<file path="src/rtl/lpc_pkg.sv">
package lpc_pkg;

  typedef enum logic [1:0] {
    MODE_RUN  = 2'd0,
    MODE_IDLE = 2'd1,
    MODE_PD   = 2'd2
  } lpMode_t;

  // strobes from control to datapath, all valid only on a tick
  typedef struct packed {
    logic takeWrite;  // latch the power control bits
    logic wake;       // idle exit: clear idle bit, raise wake request
    logic armSettle;  // restart the reference settling window
  } lpStrobe_t;

endpackage

</file>
<file path="src/rtl/lpc_datapath.sv">
module lpc_datapath
  import lpc_pkg::*;
#(
  parameter int ADDR_W    = 8,
  parameter int DATA_W    = 8,
  parameter int IRQ_CNT   = 5,
  parameter int SETTLE_W  = 8,
  parameter logic [ADDR_W-1:0] PCON_ADDR = 8'h87,
  localparam int IDX_W    = (IRQ_CNT > 1) ? $clog2(IRQ_CNT) : 1
) (
  input  logic                oscIn,
  input  logic                rstN,
  input  logic                oscRun,
  input  logic                modeRun,
  input  lpStrobe_t           stb,
  input  logic                sfrWe,
  input  logic [ADDR_W-1:0]   sfrAddr,
  input  logic [DATA_W-1:0]   sfrWdata,
  input  logic [IRQ_CNT-1:0]  irqReq,
  input  logic [IRQ_CNT-1:0]  irqEn,
  input  logic [SETTLE_W-1:0] settleTicks,
  output logic                tick,
  output logic                divClk,
  output logic                wrHit,
  output logic                wrIdle,
  output logic                wrPd,
  output logic                irqHit,
  output logic                pdBit,
  output logic                wakeReq,
  output logic [IDX_W-1:0]    wakeSrc,
  output logic                refReady
);

  logic                divPhase;
  logic                idleBit;
  logic                pdBitQ;
  logic                settleArm;
  logic [SETTLE_W-1:0] settleCnt;
  logic [IRQ_CNT-1:0]  pend;
  logic [IDX_W-1:0]    irqIdx;
  logic                wakeQ;
  logic [IDX_W-1:0]    srcQ;

  // divide-by-two: toggles on every oscillator edge while running
  always_ff @(posedge oscIn or negedge rstN) begin
    if (!rstN)       divPhase <= 1'b0;
    else if (oscRun) divPhase <= ~divPhase;
  end

  assign divClk = divPhase;
  assign tick   = divPhase & oscRun;

  // write decode
  assign wrHit  = sfrWe && (sfrAddr == PCON_ADDR);
  assign wrIdle = sfrWdata[0];
  assign wrPd   = sfrWdata[1];

  // power control bits
  always_ff @(posedge oscIn or negedge rstN) begin
    if (!rstN) begin
      idleBit <= 1'b0;
      pdBitQ  <= 1'b0;
    end else if (tick) begin
      if (stb.takeWrite) begin
        idleBit <= sfrWdata[0];
        pdBitQ  <= sfrWdata[1];
      end else if (stb.wake) begin
        idleBit <= 1'b0;
      end
    end
  end

  assign pdBit = pdBitQ;

  // lowest index of enabled pending sources wins
  assign pend   = irqReq & irqEn;
  assign irqHit = |pend;

  always_comb begin
    irqIdx = '0;
    for (int i = IRQ_CNT - 1; i >= 0; i--) begin
      if (pend[i]) irqIdx = IDX_W'(i);
    end
  end

  // wake request: one divided period
  always_ff @(posedge oscIn or negedge rstN) begin
    if (!rstN) begin
      wakeQ <= 1'b0;
      srcQ  <= '0;
    end else if (tick) begin
      wakeQ <= stb.wake;
      if (stb.wake) srcQ <= irqIdx;
    end
  end

  assign wakeReq = wakeQ;
  assign wakeSrc = srcQ;

  // reference settling window
  always_ff @(posedge oscIn or negedge rstN) begin
    if (!rstN) begin
      settleArm <= 1'b1;
      settleCnt <= '0;
    end else if (tick) begin
      if (stb.armSettle) begin
        settleArm <= 1'b1;
      end else if (settleArm) begin
        settleArm <= 1'b0;
        settleCnt <= settleTicks;
      end else if (settleCnt != '0) begin
        settleCnt <= settleCnt - 1'b1;
      end
    end
  end

  assign refReady = modeRun && !settleArm && (settleCnt == '0);


  pd_sticky_chk: assert property (@(posedge oscIn) disable iff (!rstN)
    pdBitQ |=> pdBitQ);


  wake_pulse_chk: assert property (@(posedge oscIn) disable iff (!rstN)
    (wakeQ && tick) |=> !wakeQ);


  settle_idle_chk: assert property (@(posedge oscIn) disable iff (!rstN)
    idleBit |-> !refReady);

endmodule

</file>
<file path="src/rtl/lpc_control.sv">
module lpc_control
  import lpc_pkg::*;
(
  input  logic      oscIn,
  input  logic      rstN,
  input  logic      tick,
  input  logic      wrHit,
  input  logic      wrIdle,
  input  logic      wrPd,
  input  logic      irqHit,
  output lpStrobe_t stb,
  output lpMode_t   mode,
  output logic      cpuClkEn,
  output logic      tmrClkEn,
  output logic      anaClkEn,
  output logic      oscRun
);

  lpMode_t modeQ;
  lpMode_t modeD;

  always_comb begin
    stb   = '0;
    modeD = modeQ;
    if (tick) begin
      unique case (modeQ)
        MODE_RUN: begin
          if (wrHit) begin
            stb.takeWrite = 1'b1;
            if (wrPd)        modeD = MODE_PD;
            else if (wrIdle) modeD = MODE_IDLE;
          end
        end
        MODE_IDLE: begin
          if (irqHit) begin
            stb.wake      = 1'b1;
            stb.armSettle = 1'b1;
            modeD         = MODE_RUN;
          end
        end
        default: modeD = modeQ;
      endcase
    end
  end

  always_ff @(posedge oscIn or negedge rstN) begin
    if (!rstN) modeQ <= MODE_RUN;
    else       modeQ <= modeD;
  end

  assign mode     = modeQ;
  assign cpuClkEn = (modeQ == MODE_RUN);
  assign anaClkEn = (modeQ == MODE_RUN);
  assign tmrClkEn = (modeQ != MODE_PD);
  assign oscRun   = (modeQ != MODE_PD);


  pd_hold_chk: assert property (@(posedge oscIn) disable iff (!rstN)
    (modeQ == MODE_PD) |=> (modeQ == MODE_PD));


  idle_no_pd_chk: assert property (@(posedge oscIn) disable iff (!rstN)
    (modeQ == MODE_IDLE) |=> (modeQ != MODE_PD));

endmodule

</file>
<file path="src/rtl/lp_clk_ctrl.sv">
module lp_clk_ctrl
  import lpc_pkg::*;
#(
  parameter int ADDR_W    = 8,
  parameter int DATA_W    = 8,
  parameter int IRQ_CNT   = 5,
  parameter int SETTLE_W  = 8,
  parameter logic [ADDR_W-1:0] PCON_ADDR = 8'h87,
  localparam int IDX_W    = (IRQ_CNT > 1) ? $clog2(IRQ_CNT) : 1
) (
  input  logic                oscIn,
  input  logic                rstN,
  input  logic                sfrWe,
  input  logic [ADDR_W-1:0]   sfrAddr,
  input  logic [DATA_W-1:0]   sfrWdata,
  input  logic [IRQ_CNT-1:0]  irqReq,
  input  logic [IRQ_CNT-1:0]  irqEn,
  input  logic [SETTLE_W-1:0] settleTicks,
  output logic                divClk,
  output logic                oscRun,
  output logic                cpuClkEn,
  output logic                tmrClkEn,
  output logic                anaClkEn,
  output logic                wakeReq,
  output logic [IDX_W-1:0]    wakeSrc,
  output logic                refReady
);

  lpStrobe_t stb;
  lpMode_t   mode;
  logic      tick;
  logic      wrHit;
  logic      wrIdle;
  logic      wrPd;
  logic      irqHit;
  logic      pdBit;

  lpc_control u_ctrl (
    .oscIn    (oscIn),
    .rstN     (rstN),
    .tick     (tick),
    .wrHit    (wrHit),
    .wrIdle   (wrIdle),
    .wrPd     (wrPd),
    .irqHit   (irqHit),
    .stb      (stb),
    .mode     (mode),
    .cpuClkEn (cpuClkEn),
    .tmrClkEn (tmrClkEn),
    .anaClkEn (anaClkEn),
    .oscRun   (oscRun)
  );

  lpc_datapath #(
    .ADDR_W    (ADDR_W),
    .DATA_W    (DATA_W),
    .IRQ_CNT   (IRQ_CNT),
    .SETTLE_W  (SETTLE_W),
    .PCON_ADDR (PCON_ADDR)
  ) u_dp (
    .oscIn       (oscIn),
    .rstN        (rstN),
    .oscRun      (oscRun),
    .modeRun     (mode == MODE_RUN),
    .stb         (stb),
    .sfrWe       (sfrWe),
    .sfrAddr     (sfrAddr),
    .sfrWdata    (sfrWdata),
    .irqReq      (irqReq),
    .irqEn       (irqEn),
    .settleTicks (settleTicks),
    .tick        (tick),
    .divClk      (divClk),
    .wrHit       (wrHit),
    .wrIdle      (wrIdle),
    .wrPd        (wrPd),
    .irqHit      (irqHit),
    .pdBit       (pdBit),
    .wakeReq     (wakeReq),
    .wakeSrc     (wakeSrc),
    .refReady    (refReady)
  );


  cpu_en_edge_chk: assert property (@(posedge oscIn) disable iff (!rstN)
    !$stable(cpuClkEn) |-> $past(tick));


  tmr_en_edge_chk: assert property (@(posedge oscIn) disable iff (!rstN)
    !$stable(tmrClkEn) |-> $past(tick));


  ana_en_edge_chk: assert property (@(posedge oscIn) disable iff (!rstN)
    !$stable(anaClkEn) |-> $past(tick));


  tmr_cover_chk: assert property (@(posedge oscIn) disable iff (!rstN)
    cpuClkEn |-> tmrClkEn);


  wake_cpu_chk: assert property (@(posedge oscIn) disable iff (!rstN)
    wakeReq |-> cpuClkEn);


  ready_ana_chk: assert property (@(posedge oscIn) disable iff (!rstN)
    refReady |-> anaClkEn);


  pd_match_chk: assert property (@(posedge oscIn) disable iff (!rstN)
    pdBit == !oscRun);


  div_frozen_chk: assert property (@(posedge oscIn) disable iff (!rstN)
    !oscRun |=> $stable(divClk));

endmodule

</file>
<file path="config.mk">
export PLATFORM = sky130hd
export DESIGN_NAME = lp_clk_ctrl
export DESIGN_NICKNAME = d
export VERILOG_FILES = /design/src/rtl/lpc_pkg.sv /design/src/rtl/lpc_datapath.sv /design/src/rtl/lpc_control.sv /design/src/rtl/lp_clk_ctrl.sv
export SDC_FILE = /design/constraint.sdc
export NUM_CORES = 1
export LEC_CHECK = 0
export ABC_CLOCK_PERIOD_IN_PS = 2050
export BUFFER_PORTS_ARGS = -buffer_cell sky130_fd_sc_hd__buf_4
export CAP_MARGIN = 20
export CORE_MARGIN = 2
export CORE_UTILIZATION = 42
export CTS_CLUSTER_DIAMETER = 100
export DETAILED_ROUTE_END_ITERATION = 10
export GPL_ROUTABILITY_DRIVEN = 0
export PLACE_DENSITY_LB_ADDON = 0.1
export SYNTH_ARGS = -nofsm -noshare
export SYNTH_HDL_FRONTEND = slang
export SYNTH_HIERARCHICAL = 1
export SYNTH_SLANG_ARGS = --single-unit
</file>
<file path="constraint.sdc">
create_clock -name oscIn -period 2.05 [get_ports oscIn]
set_input_delay 0.41 -clock oscIn [delete_from_list [all_inputs] [get_ports oscIn]]
set_output_delay 0.41 -clock oscIn [all_outputs]
set_load 0.03 [all_outputs]
</file>
Yosys cells after proc, flatten, opt, wreduce, memory -nomap -nowiden
Index checks and enable logic that the tools add are counted.
{"block": "word_totals", "ff_bits": 16, "output_inout_bits": 10}
{"block": "classes", "bitwise": 4, "n_eq_ne": 6, "n_reduce_logical": 13, "n_mux": 16, "addsub": 1}
{"cell": "8-bit two-way mux", "count": 2}
{"cell": "3-bit two-way mux", "count": 5}
{"cell": "2-bit two-way mux", "count": 7}
{"cell": "8-bit equality test, second input constant", "count": 1}
{"cell": "8-bit logical NOT", "count": 1}
{"cell": "8-bit nonzero test", "count": 1}
{"cell": "8-bit by 1-bit subtractor with 8-bit output, second input constant", "count": 1}
{"cell": "2-bit != test, second input constant", "count": 3}
{"cell": "5-bit bitwise AND", "count": 1}
{"cell": "5-bit AND reduction", "count": 1}
{"cell": "5-bit OR reduction", "count": 1}
{"cell": "2-bit one-hot mux with 2 select lines", "count": 1}
{"cell": "2-bit nonzero test", "count": 2}
{"cell": "1-bit logical AND", "count": 3}
{"cell": "3-bit != test, second input constant", "count": 1}
{"cell": "3-bit AND reduction", "count": 1}
{"cell": "2-bit by 1-bit equality test with 1-bit output, second input constant", "count": 1}
{"cell": "2-bit logical NOT", "count": 1}
{"cell": "1-bit inverter", "count": 2}
{"cell": "2-bit AND reduction", "count": 1}
{"cell": "1-bit bitwise AND", "count": 1}
{"cell": "1-bit logical NOT", "count": 1}
{"cell": "1-bit two-way mux", "count": 1}

Longest topological paths before layout
Gate-level depths: netlist (run 1).
{"block": "logic_depth", "ltp_word": 7, "ltp_mapped": 11, "depth_no_buf": 10}

Cells and area by module
The synthesis (run 1) kept the hierarchy.
{"mod": "lpc_datapath", "seq_area_each_um2": 376.6, "instances": 1, "cells_per_inst": 100, "area_each_um2": 913.4}
{"mod": "lpc_control", "seq_area_each_um2": 50.0, "instances": 1, "cells_per_inst": 14, "area_each_um2": 137.6}
{"mod": "lp_clk_ctrl", "seq_area_each_um2": 0.0, "instances": 1, "cells_per_inst": 1, "area_each_um2": 3.8}

Worst setup path after synthesis (run 1)
No wires, ideal clock.
{"block": "synth_timing", "path_kind": "flip-flop to flip-flop", "from": "register u_ctrl.modeQ[0], in the netlist u_ctrl/mode[0]", "to": "register u_dp.settleCnt[5]", "arrival_time_ps": 2231, "slack_ps": -317, "required_time_ps": 1913, "path_stages_with_launch": 12, "synth_period_minus_slack_ps": 2367, "cell_sequence": "dfrtp_1 -> inv_1 -> nand2_1 -> nand2_1 -> inv_1 -> nor2b_2 -> and3_4 -> and3b_1 -> a21boi_2 -> buf_6 -> mux2i_1 -> o211ai_1"}
{"element": "from (decl)", "line_no": "lpc_control.sv:19", "rtl": "lpMode_t modeQ;"}
{"element": "from (signal assigned)", "line_no": "lpc_control.sv:48", "rtl": "else modeQ <= modeD;"}
{"element": "to (signal assigned)", "line_no": "lpc_datapath.sv:110", "rtl": "settleCnt <= settleTicks;"}
{"element": "to (signal assigned)", "line_no": "lpc_datapath.sv:112", "rtl": "settleCnt <= settleCnt - 1'b1;"}
{"element": "to (decl)", "line_no": "lpc_datapath.sv:38", "rtl": "logic [SETTLE_W-1:0] settleCnt;"}

Final worst setup path (run 1)
{"block": "layout_timing", "from": "register u_dp.settleCnt[0]", "to": "output port refReady"}
{"block": "layout_between", "elab_chain_len": 2}
{"element": "8-bit logical NOT", "line_no": "lpc_datapath.sv:117", "rtl": "assign refReady = modeRun && !settleArm && (settleCnt == '0);"}
{"element": "1-bit logical AND", "line_no": "lpc_datapath.sv:117"}
{"element": "to (decl)", "line_no": "lp_clk_ctrl.sv:26", "rtl": "output logic refReady"}
No other way between the ends.

==> results_dict.tcl, run 1 <==
set metrics [dict create \
    final_cell_mix "sky130_fd_sc_hd__buf_4 (56), sky130_fd_sc_hd__nand2_1 (20), sky130_fd_sc_hd__dfrtp_1 (15)" \
    rsz0062_at_grt "yes" \
    timing.final.crit_period_ns 1.97 \
    portBuffers 40 \
    syn-num-nets 150 \
    status "complete, no violations" \
    min-delay-start "settleTicks[5]" \
    finalClockSkew_ns 0.00637 \
    final_report_hold_violation_count 0 \
    chipWidth_um 53 \
    worst_r2r_startpoint "u_ctrl/mode[0]$_DFFE_PN0P_" \
    grt_pass1_vias 967 \
    pre_cts_slack_ns -0.102 \
    worstPathMaxFanout 3 \
    maximum_number_of_pins_on_one_net_before_global_route_repair 22 \
    grt_antenna_before_repair 0 \
    die_h_um 53 \
    htree_num_levels 1 \
    yosysWarningCount 6 \
    power.static_leakage_nw 0.736 \
    final.setup.worst_slack_ns 0.0794 \
    placed_area_um2 1390 \
    hpwlAfterDp_um 1890 \
    post_synth_inst_count 111 \
    syn_avg_cell_area_um2 9.09 \
    final_min_period_over_clock_period_pct 96.1 \
    final_antenna_net_count 0 \
    timing_worst_slew_pin_value_ns 0.508 \
    multiInputGateArea_um2 586 \
    numCtsBuffers 3 \
    clock_tree.root_cell "sky130_fd_sc_hd__clkbuf_4" \
    routed_wirelength_um 2600 \
    layout.cell_area.non_filler_um2 1530 \
    setup.reg_to_reg.worst_slack_ns 0.10 \
    area_growth_syn_to_layout_pct 51.7 \
    timing_max_transition_violations_final 0 \
    holdWs_ns 0.374 \
    core-area_um2 2230 \
    first_iter_violations 15 \
    insertedDiodeCount 0 \
    report.final.setup_viol 0 \
    starting_utilization_of_the_core_area_pct 45.2 \
    worst_setup_path_start_kind "flop" \
    crit_path_end_kind "output port" \
    sequential_cell_area_um2 402 \
    commonest_non_fill_non_tap_cell_in_the_layout "sky130_fd_sc_hd__buf_4" \
    syn_area_um2 1010 \
    drcViolationCount 0 \
    design.die.area_um2 2810 \
    tritoncts_num_sinks 16 \
    post_drt_via_cell_ratio 5.24 \
    critical_path_class "flop to output port" \
    max-slew-margin-rel_pct 65.9 \
    routed-via-count 1016 \
    rows 17 \
    max_cap_violations 0 \
    vdd.ir_drop.worst_mv 0.745 \
    clock_tree_from_tritoncts "done" \
    total_power_after_layout_mw 1.79 \
    drt_pass1_iterations 4 \
    post_drt_wl_per_cell_um 13.4 \
    grt_overflow 0 \
    final_layout_size_suffix_gt1_share_pct 50.0 \
    cts.reportedPaths.clkPinSlew_ns 0.10 \
    worstSetupStartpoint "u_dp/settleCnt[0]$_DFFE_PN0P_" \
    floorplan.io_pins 47 \
    fmaxAchievable_mhz 507 \
    nets 206 \
    grt_util_overall_pct 20.2 \
    worst_skew_pair_later_pin_latency_ns 0.29 \
    critical_path_arrival_ns 1.56 \
    power_per_cell_area_nw_per_um2 1170 \
    filler_cell_count 203 \
    max-clock-path-buffers 2 \
    first_pass_grt_wire_length_um 4130 \
    timing.hold.worst.class "primary input to flop" \
    cp.required_ns 1.64 \
]
[flip-flops by register name, summed over array words and instances (netlist names)]
| name | count |
|---|---|
| u_dp/settleCnt | 8 |
| u_dp/wakeReq | 1 |
| u_dp/divClk | 1 |
| u_dp/wakeSrc | 3 |
| u_dp/settleArm | 1 |
| u_ctrl/mode | 2 |
[metal layers]
layer / track usage, % / vias up / share of wire [%]
met5: 0 / - / 0
met4: 5.98 / 0 / 0.69
met3: 2.82 / 2 / 3.8
met2: 39.4 / 28 / 55
met1: 22.1 / 477 / 41
li1: - / 509 / -
[report_power, final]
group / total, mW / internal [mW] / switching [mW]
Combinational: 0.988 / 0.522 / 0.466
Clock: 0.217 / 0.108 / 0.109
Sequential: 0.581 / 0.434 / 0.147
[area by class of cell]
class	count	share of cell area, %
Clock buffer	4	2.37
Inverter	5	1.23
Multi-Input combinational cell	82	38.3
Sequential cell	16	26.2
Tap cell	28	2.29
Timing Repair Buffer	59	29.6
[metrics by stage]
stage	setup TNS, ns	utilization [%]	instances
2_1_floorplan	0	-	111
3_3_place_gp	-0.0684	62.1	181
3_5_place_dp	-0.303	62.1	181
4_1_cts	0	65.3	187
5_1_grt	-0.0108	68.5	194
6_report	0	68.5	194
[repair_timing]
action / 4_1_cts / 5_1_grt
pin swaps: 0 / 5
gates resized for setup: 4 / 8
hold buffers: 1 / 0
endpoints found under the hold margin: 15 / 0
buffers inserted: 1 / 7
endpoints found under the setup margin: 3 / 9
[worst paths after layout]
path	to	depth (start not counted)
max	refReady	5
min	u_dp/settleCnt[5]$_DFFE_PN0P_	3
max reg2reg	u_dp/settleCnt[5]$_DFFE_PN0P_	10
min reg2reg	u_dp/wakeSrc[1]$_DFFE_PN0P_	2
max in group asynchronous	u_dp/settleArm$_DFFE_PN1P_	2
min in group asynchronous	u_ctrl/mode[0]$_DFFE_PN0P_	2
[critical path, cell delays in order, from the launching register on]
cell and delay [ns]:
sky130_fd_sc_hd__dfrtp_1 0.42, sky130_fd_sc_hd__inv_2 0.08, sky130_fd_sc_hd__ha_1 0.14, sky130_fd_sc_hd__nor4b_4 0.27, sky130_fd_sc_hd__and3_4 0.23, sky130_fd_sc_hd__buf_6 0.12
Power figures use the tool's default switching activity.
==> run 2, diff against run 1 <==
--- a/config.mk
+++ b/config.mk
@@ -13,6 +13,7 @@
 export CTS_CLUSTER_DIAMETER = 100
 export DETAILED_ROUTE_END_ITERATION = 10
 export GPL_ROUTABILITY_DRIVEN = 0
+export MAX_ROUTING_LAYER = met4
 export PLACE_DENSITY_LB_ADDON = 0.1
 export SYNTH_ARGS = -nofsm -noshare
 export SYNTH_HDL_FRONTEND = slang
==> run 2 against run 1 <==
- die area unchanged
- via count up 0.69%
- critical path type unchanged
- routed wire length up 0.27%
- critical path depth decreased by 2
- clock power about the same
- cell count is 0.52% higher
==> results_dict.tcl, run 2 (synthesized netlist as in run 1, its figures left out) <==
set metrics [dict create \
    status "complete, no violations" \
    starting_utilization_of_the_core_area_pct 45.2 \
    final_core_utilization_pct 68.9 \
    worst_setup_path_start_kind "flop" \
    hpwlAfterDp_um 1890 \
    routed_wirelength_um 2600 \
    portBuffers 40 \
    commonest_non_fill_non_tap_cell_in_the_layout "sky130_fd_sc_hd__buf_4" \
    critical_path_class "flop to output port" \
    vdd.ir_drop.worst_mv 0.759 \
    grt_overflow 0 \
    swShare_pct 40.2 \
    timing_worst_slew_pin_value_ns 0.512 \
    worst_skew_pair_later_pin_latency_ns 0.29 \
    routed-via-count 1023 \
    grt_antenna_before_repair 0 \
    number_of_flip_flops_in_the_largest_register 8 \
    power_switching_uw 723 \
    tritoncts_num_sinks 16 \
    crit_path_end_kind "output port" \
    nets 207 \
    grt_util_overall_pct 20.6 \
    grt_use_met1_pct 21.9 \
    first_iter_violations 13 \
    timing_max_transition_violations_final 0 \
    power.share.combinational_pct 55.8 \
    design.die.area_um2 2810 \
    slowest_delay_ns 0.48 \
    crit_path_cell_trace "nor4_4 -> and3_4 -> buf_6" \
    fmaxAchievable_mhz 508 \
    area_growth_syn_to_layout_pct 52.5 \
    filler_cell_count 203 \
    final.setup.tns_ns 0 \
    timing.final.crit_period_ns 1.97 \
    final_cell_mix "sky130_fd_sc_hd__buf_4 (57), sky130_fd_sc_hd__nand2_1 (20), sky130_fd_sc_hd__dfrtp_1 (15)" \
    grt-busiest-layer "met2" \
    numCtsBuffers 3 \
    chipWidth_um 53 \
    max_flop_register "u_dp/settleCnt" \
    final_report_hold_violation_count 0 \
    final_min_period_over_clock_period_pct 96.0 \
    drt_pass1_iterations 4 \
    report.final.setup_viol 0 \
    htree_num_levels 1 \
    clock_power_share_pct 12.1 \
    cell_internal_pwr_mw 1.08 \
    die_h_um 53 \
    multiInputGateArea_um2 586 \
    final.setup.worst_slack_ns 0.0822 \
    final_layout_size_suffix_gt1_share_pct 50.3 \
    pre_cts_slack_ns -0.102 \
    clock_tree.root_cell "sky130_fd_sc_hd__clkbuf_4" \
    post_drt_via_cell_ratio 5.25 \
    post_drt_wl_per_cell_um 13.3 \
    maximum_number_of_pins_on_one_net_before_global_route_repair 22 \
    final_cells 195 \
    floorplan.io_pins 47 \
    power.share.sequential_pct 32.1 \
    drcViolationCount 0 \
    clock_tree_from_tritoncts "done" \
    final_antenna_net_count 0 \
    max-slew-margin-rel_pct 65.6 \
    cp.required_ns 1.64 \
    power_per_cell_area_nw_per_um2 1170 \
    rows 17 \
    power.static_leakage_nw 0.741 \
    placed_cells 181 \
    use_met2_pct 39.4 \
    rsz0062_at_grt "yes" \
    insertedDiodeCount 0 \
    grt_pass1_vias 964 \
    holdWs_ns 0.373 \
    max-clock-path-buffers 2 \
    core-area_um2 2230 \
    worstPathMaxFanout 7 \
    max_cap_violations 0 \
    sequential_cell_area_um2 402 \
    cp_slowest_cell "sky130_fd_sc_hd__dfrtp_1" \
    setup.reg_to_reg.worst_slack_ns 0.09 \
    use_met3_pct 2.82 \
    timing.hold.worst.class "primary input to flop" \
    first_pass_grt_wire_length_um 4120 \
    critical_path_arrival_ns 1.56 \
    cts.reportedPaths.clkPinSlew_ns 0.10 \
    finalClockSkew_ns 0.00670 \
]
[run 2: final cells by class]
type	count	area share, %
Clock buffer	4	2.36
Inverter	5	1.22
Multi-Input combinational cell	82	38.1
Sequential cell	16	26.1
Tap cell	28	2.28
Timing Repair Buffer	60	29.9
[run 2: timing repair]
action / CTS / global route
hold buffers: 1 / 0
resized for setup: 4 / 8
buffers inserted: 1 / 8
pin swaps: 0 / 5
endpoints found under the hold margin: 15 / 0
endpoints found under the setup margin: 3 / 9
[run 2: through the flow]
stage	total power [mW]	cell area (um^2)
3_5_place_dp	1.39	1390
3_3_place_gp	1.36	1390
5_1_grt	1.94	1540
4_1_cts	1.67	1460
2_1_floorplan	1.12	1030
6_report	1.80	1540
[run 2: critical path: cells and delay by family, from the launching register on]
| kind | cells | cell delay [ns] |
|---|---|---|
| AND/OR/NAND/NOR | 2 | 0.66 |
| buffers and inverters | 1 | 0.12 |
| flip-flops | 1 | 0.48 |
[run 2: path summary, 6_finish.rpt]
check,depth (start not counted),to,startpoint
worst max-delay path,3,refReady,u_dp/settleCnt[3]$_DFFE_PN0P_
worst min-delay path,3,u_dp/settleCnt[5]$_DFFE_PN0P_,settleTicks[5]
worst max register to register,10,u_dp/settleCnt[5]$_DFFE_PN0P_,u_ctrl/mode[0]$_DFFE_PN0P_
worst min register to register,2,u_dp/wakeSrc[1]$_DFFE_PN0P_,u_dp/wakeSrc[1]$_DFFE_PN0P_
max in group asynchronous,2,u_dp/settleArm$_DFFE_PN1P_,rstN
min in group asynchronous,2,u_ctrl/mode[0]$_DFFE_PN0P_,rstN
[run 2: layer usage]
| metal | up-vias | wire length [um] |
|---|---|---|
| met2 | 26 | 1410 |
| met4 | 0 | 18 |
| met5 | - | 0 |
| met1 | 483 | 1080 |
| li1 | 512 | - |
| met3 | 2 | 97 |
[run 2: power by group through the flow]
stage	Clock, mW	Combinational (mW)	Sequential, mW
6_report	0.217	1.00	0.578
3_3_place_gp	0	0.807	0.556
3_5_place_dp	0	0.831	0.562
2_1_floorplan	0	0.510	0.610
4_1_cts	0.221	0.873	0.576
5_1_grt	0.239	1.10	0.595
==> run 3, diff against run 2 <==
--- a/config.mk
+++ b/config.mk
@@ -13,8 +13,8 @@
 export CTS_CLUSTER_DIAMETER = 100
 export DETAILED_ROUTE_END_ITERATION = 10
 export GPL_ROUTABILITY_DRIVEN = 0
-export MAX_ROUTING_LAYER = met4
 export PLACE_DENSITY_LB_ADDON = 0.1
+export RECOVER_POWER = 50
 export SYNTH_ARGS = -nofsm -noshare
 export SYNTH_HDL_FRONTEND = slang
 export SYNTH_HIERARCHICAL = 1
==> run 3 against run 2 <==
- clock skew about the same
- via count decreased by 0.68%
- routed wire length decreased by 0.35%
- worst setup slack got worse by 0.0027 ns
- count of clock-buffer cells in the layout unchanged
- cell count shrank 0.51%
- register-to-register slack about the same
- design area down 0.73%
- critical endpoint unchanged
- highest routed layer unchanged
==> results_dict.tcl, run 3 (synthesized netlist as in run 1, its figures left out) <==
set metrics [dict create \
    htree_num_levels 1 \
    core-area_um2 2230 \
    critical_path_class "flop to output port" \
    chipWidth_um 53 \
    worst_skew_pair_later_pin_latency_ns 0.29 \
    grt_use_met1_pct 22.1 \
    maximum_number_of_pins_on_one_net_before_global_route_repair 22 \
    grt-busiest-layer "met2" \
    floorplan.io_pins 47 \
    routed-via-count 1016 \
    final_min_period_over_clock_period_pct 96.1 \
    cp.required_ns 1.64 \
    commonest_non_fill_non_tap_cell_in_the_layout "sky130_fd_sc_hd__buf_4" \
    crit_path_cell_trace "inv_2 -> ha_1 -> nor4b_4 -> and3_4 -> buf_6" \
    first_pass_grt_wire_length_um 4130 \
    timing_worst_slew_pin_value_ns 0.854 \
    cp_slowest_cell "sky130_fd_sc_hd__dfrtp_1" \
    routed_wirelength_um 2590 \
    vdd.ir_drop.worst_mv 0.745 \
    crit_path_end_kind "output port" \
    use_met3_pct 2.82 \
    rsz0062_at_grt "yes" \
    timing_max_transition_violations_final 0 \
    grt_util_overall_pct 20.2 \
    placed_area_um2 1390 \
    final_cell_mix "sky130_fd_sc_hd__buf_4 (55), sky130_fd_sc_hd__nand2_1 (20), sky130_fd_sc_hd__dfrtp_1 (15)" \
    design.die.area_um2 2810 \
    report.final.setup_viol 0 \
    rows 17 \
    area_growth_syn_to_layout_pct 51.4 \
    drcViolationCount 0 \
    setup.reg_to_reg.worst_slack_ns 0.10 \
    hpwlAfterDp_um 1890 \
    max-slew-margin-rel_pct 43.1 \
    number_of_flip_flops_in_the_largest_register 8 \
    post_drt_wl_per_cell_um 13.4 \
    timing.hold.worst.class "primary input to flop" \
    grt_antenna_before_repair 0 \
    grt_pass1_vias 967 \
    finalClockSkew_ns 0.00637 \
    clock_tree.root_cell "sky130_fd_sc_hd__clkbuf_4" \
    max-clock-path-buffers 2 \
    tritoncts_num_sinks 16 \
    final_antenna_net_count 0 \
    insertedDiodeCount 0 \
    first_iter_violations 15 \
    post_drt_via_cell_ratio 5.24 \
    layout.cell_area.non_filler_um2 1530 \
    numCtsBuffers 3 \
    max_flop_register "u_dp/settleCnt" \
    die_h_um 53 \
    drt_pass1_iterations 4 \
    grt_overflow 0 \
    final_report_hold_violation_count 0 \
    portBuffers 40 \
    nets 206 \
    worst_setup_path_start_kind "flop" \
    worstPathMaxFanout 3 \
    clock_tree_from_tritoncts "done" \
    critical_path_arrival_ns 1.56 \
    power_per_cell_area_nw_per_um2 1170 \
    slowest_delay_ns 0.42 \
    filler_cell_count 203 \
    status "complete, no violations" \
    use_met2_pct 39.4 \
    final_core_utilization_pct 68.3 \
    starting_utilization_of_the_core_area_pct 45.2 \
    max_cap_violations 0 \
    power.static_leakage_nw 0.732 \
    timing.final.crit_period_ns 1.97 \
    fmaxAchievable_mhz 507 \
    final_layout_size_suffix_gt1_share_pct 49.4 \
    cts.reportedPaths.clkPinSlew_ns 0.10 \
]
run 3: layout make-up:
class | instances | area (um^2) | share of cell area [%]
Multi-Input combinational cell | 82 | 586 | 38.4
Timing Repair Buffer | 59 | 449 | 29.4
Sequential cell | 16 | 402 | 26.3
Clock buffer | 4 | 36.3 | 2.38
Tap cell | 28 | 35.0 | 2.30
Inverter | 5 | 18.8 | 1.23
run 3: worst max-delay path: cells and delay by family (launching register included):
family / cells / cell delay [ns]
and+or+nand+nor: 2 / 0.50
DFF: 1 / 0.42
buffers and inverters: 2 / 0.20
adders and majority gates: 1 / 0.14
run 3: worst paths after layout:
path                                          startpoint                             to  cells after the start
setup reg to reg              u_ctrl/mode[0]$_DFFE_PN0P_  u_dp/settleCnt[5]$_DFFE_PN0P_                     10
hold reg to reg              u_dp/wakeSrc[1]$_DFFE_PN0P_    u_dp/wakeSrc[1]$_DFFE_PN0P_                      2
min in group asynchronous                           rstN     u_ctrl/mode[0]$_DFFE_PN0P_                      2
setup / recovery           u_dp/settleCnt[0]$_DFFE_PN0P_                       refReady                      5
hold / removal                            settleTicks[5]  u_dp/settleCnt[5]$_DFFE_PN0P_                      3
max in group asynchronous                           rstN    u_dp/wakeSrc[0]$_DFFE_PN0P_                      2
run 3: per-stage QoR:
| stage | setup TNS, ns | worst slack [ns] | hold slack [ns] | total power, mW | instances |
|---|---|---|---|---|---|
| 2_1_floorplan | 0 | 0.000574 | 0.114 | 1.12 | 111 |
| 3_3_place_gp | -0.0684 | -0.0349 | 0.284 | 1.36 | 181 |
| 3_5_place_dp | -0.303 | -0.102 | 0.284 | 1.39 | 181 |
| 4_1_cts | 0 | 0.0155 | 0.365 | 1.67 | 187 |
| 5_1_grt | -0.0108 | -0.00725 | 0.359 | 1.92 | 194 |
| 6_report | 0 | 0.0794 | 0.374 | 1.78 | 194 |
run 3: metal layers:
| layer | wire, um | vias up |
|---|---|---|
| met5 | 0 | - |
| met4 | 18 | 0 |
| met3 | 99 | 2 |
| met2 | 1420 | 28 |
| met1 | 1060 | 477 |
| li1 | - | 509 |
run 3: where the power goes:
group	total [mW]	switching, mW	internal (mW)
Combinational	0.987	0.466	0.521
Clock	0.217	0.109	0.108
Sequential	0.581	0.147	0.434
run 3: what timing repair did:
item | in CTS | in global routing
setup endpoints to repair | 3 | 9
hold endpoints to repair | 15 | 0
hold buffers | 1 | 0
pin swaps | 0 | 5
gates resized for setup | 4 | 8
setup buffers | 1 | 7
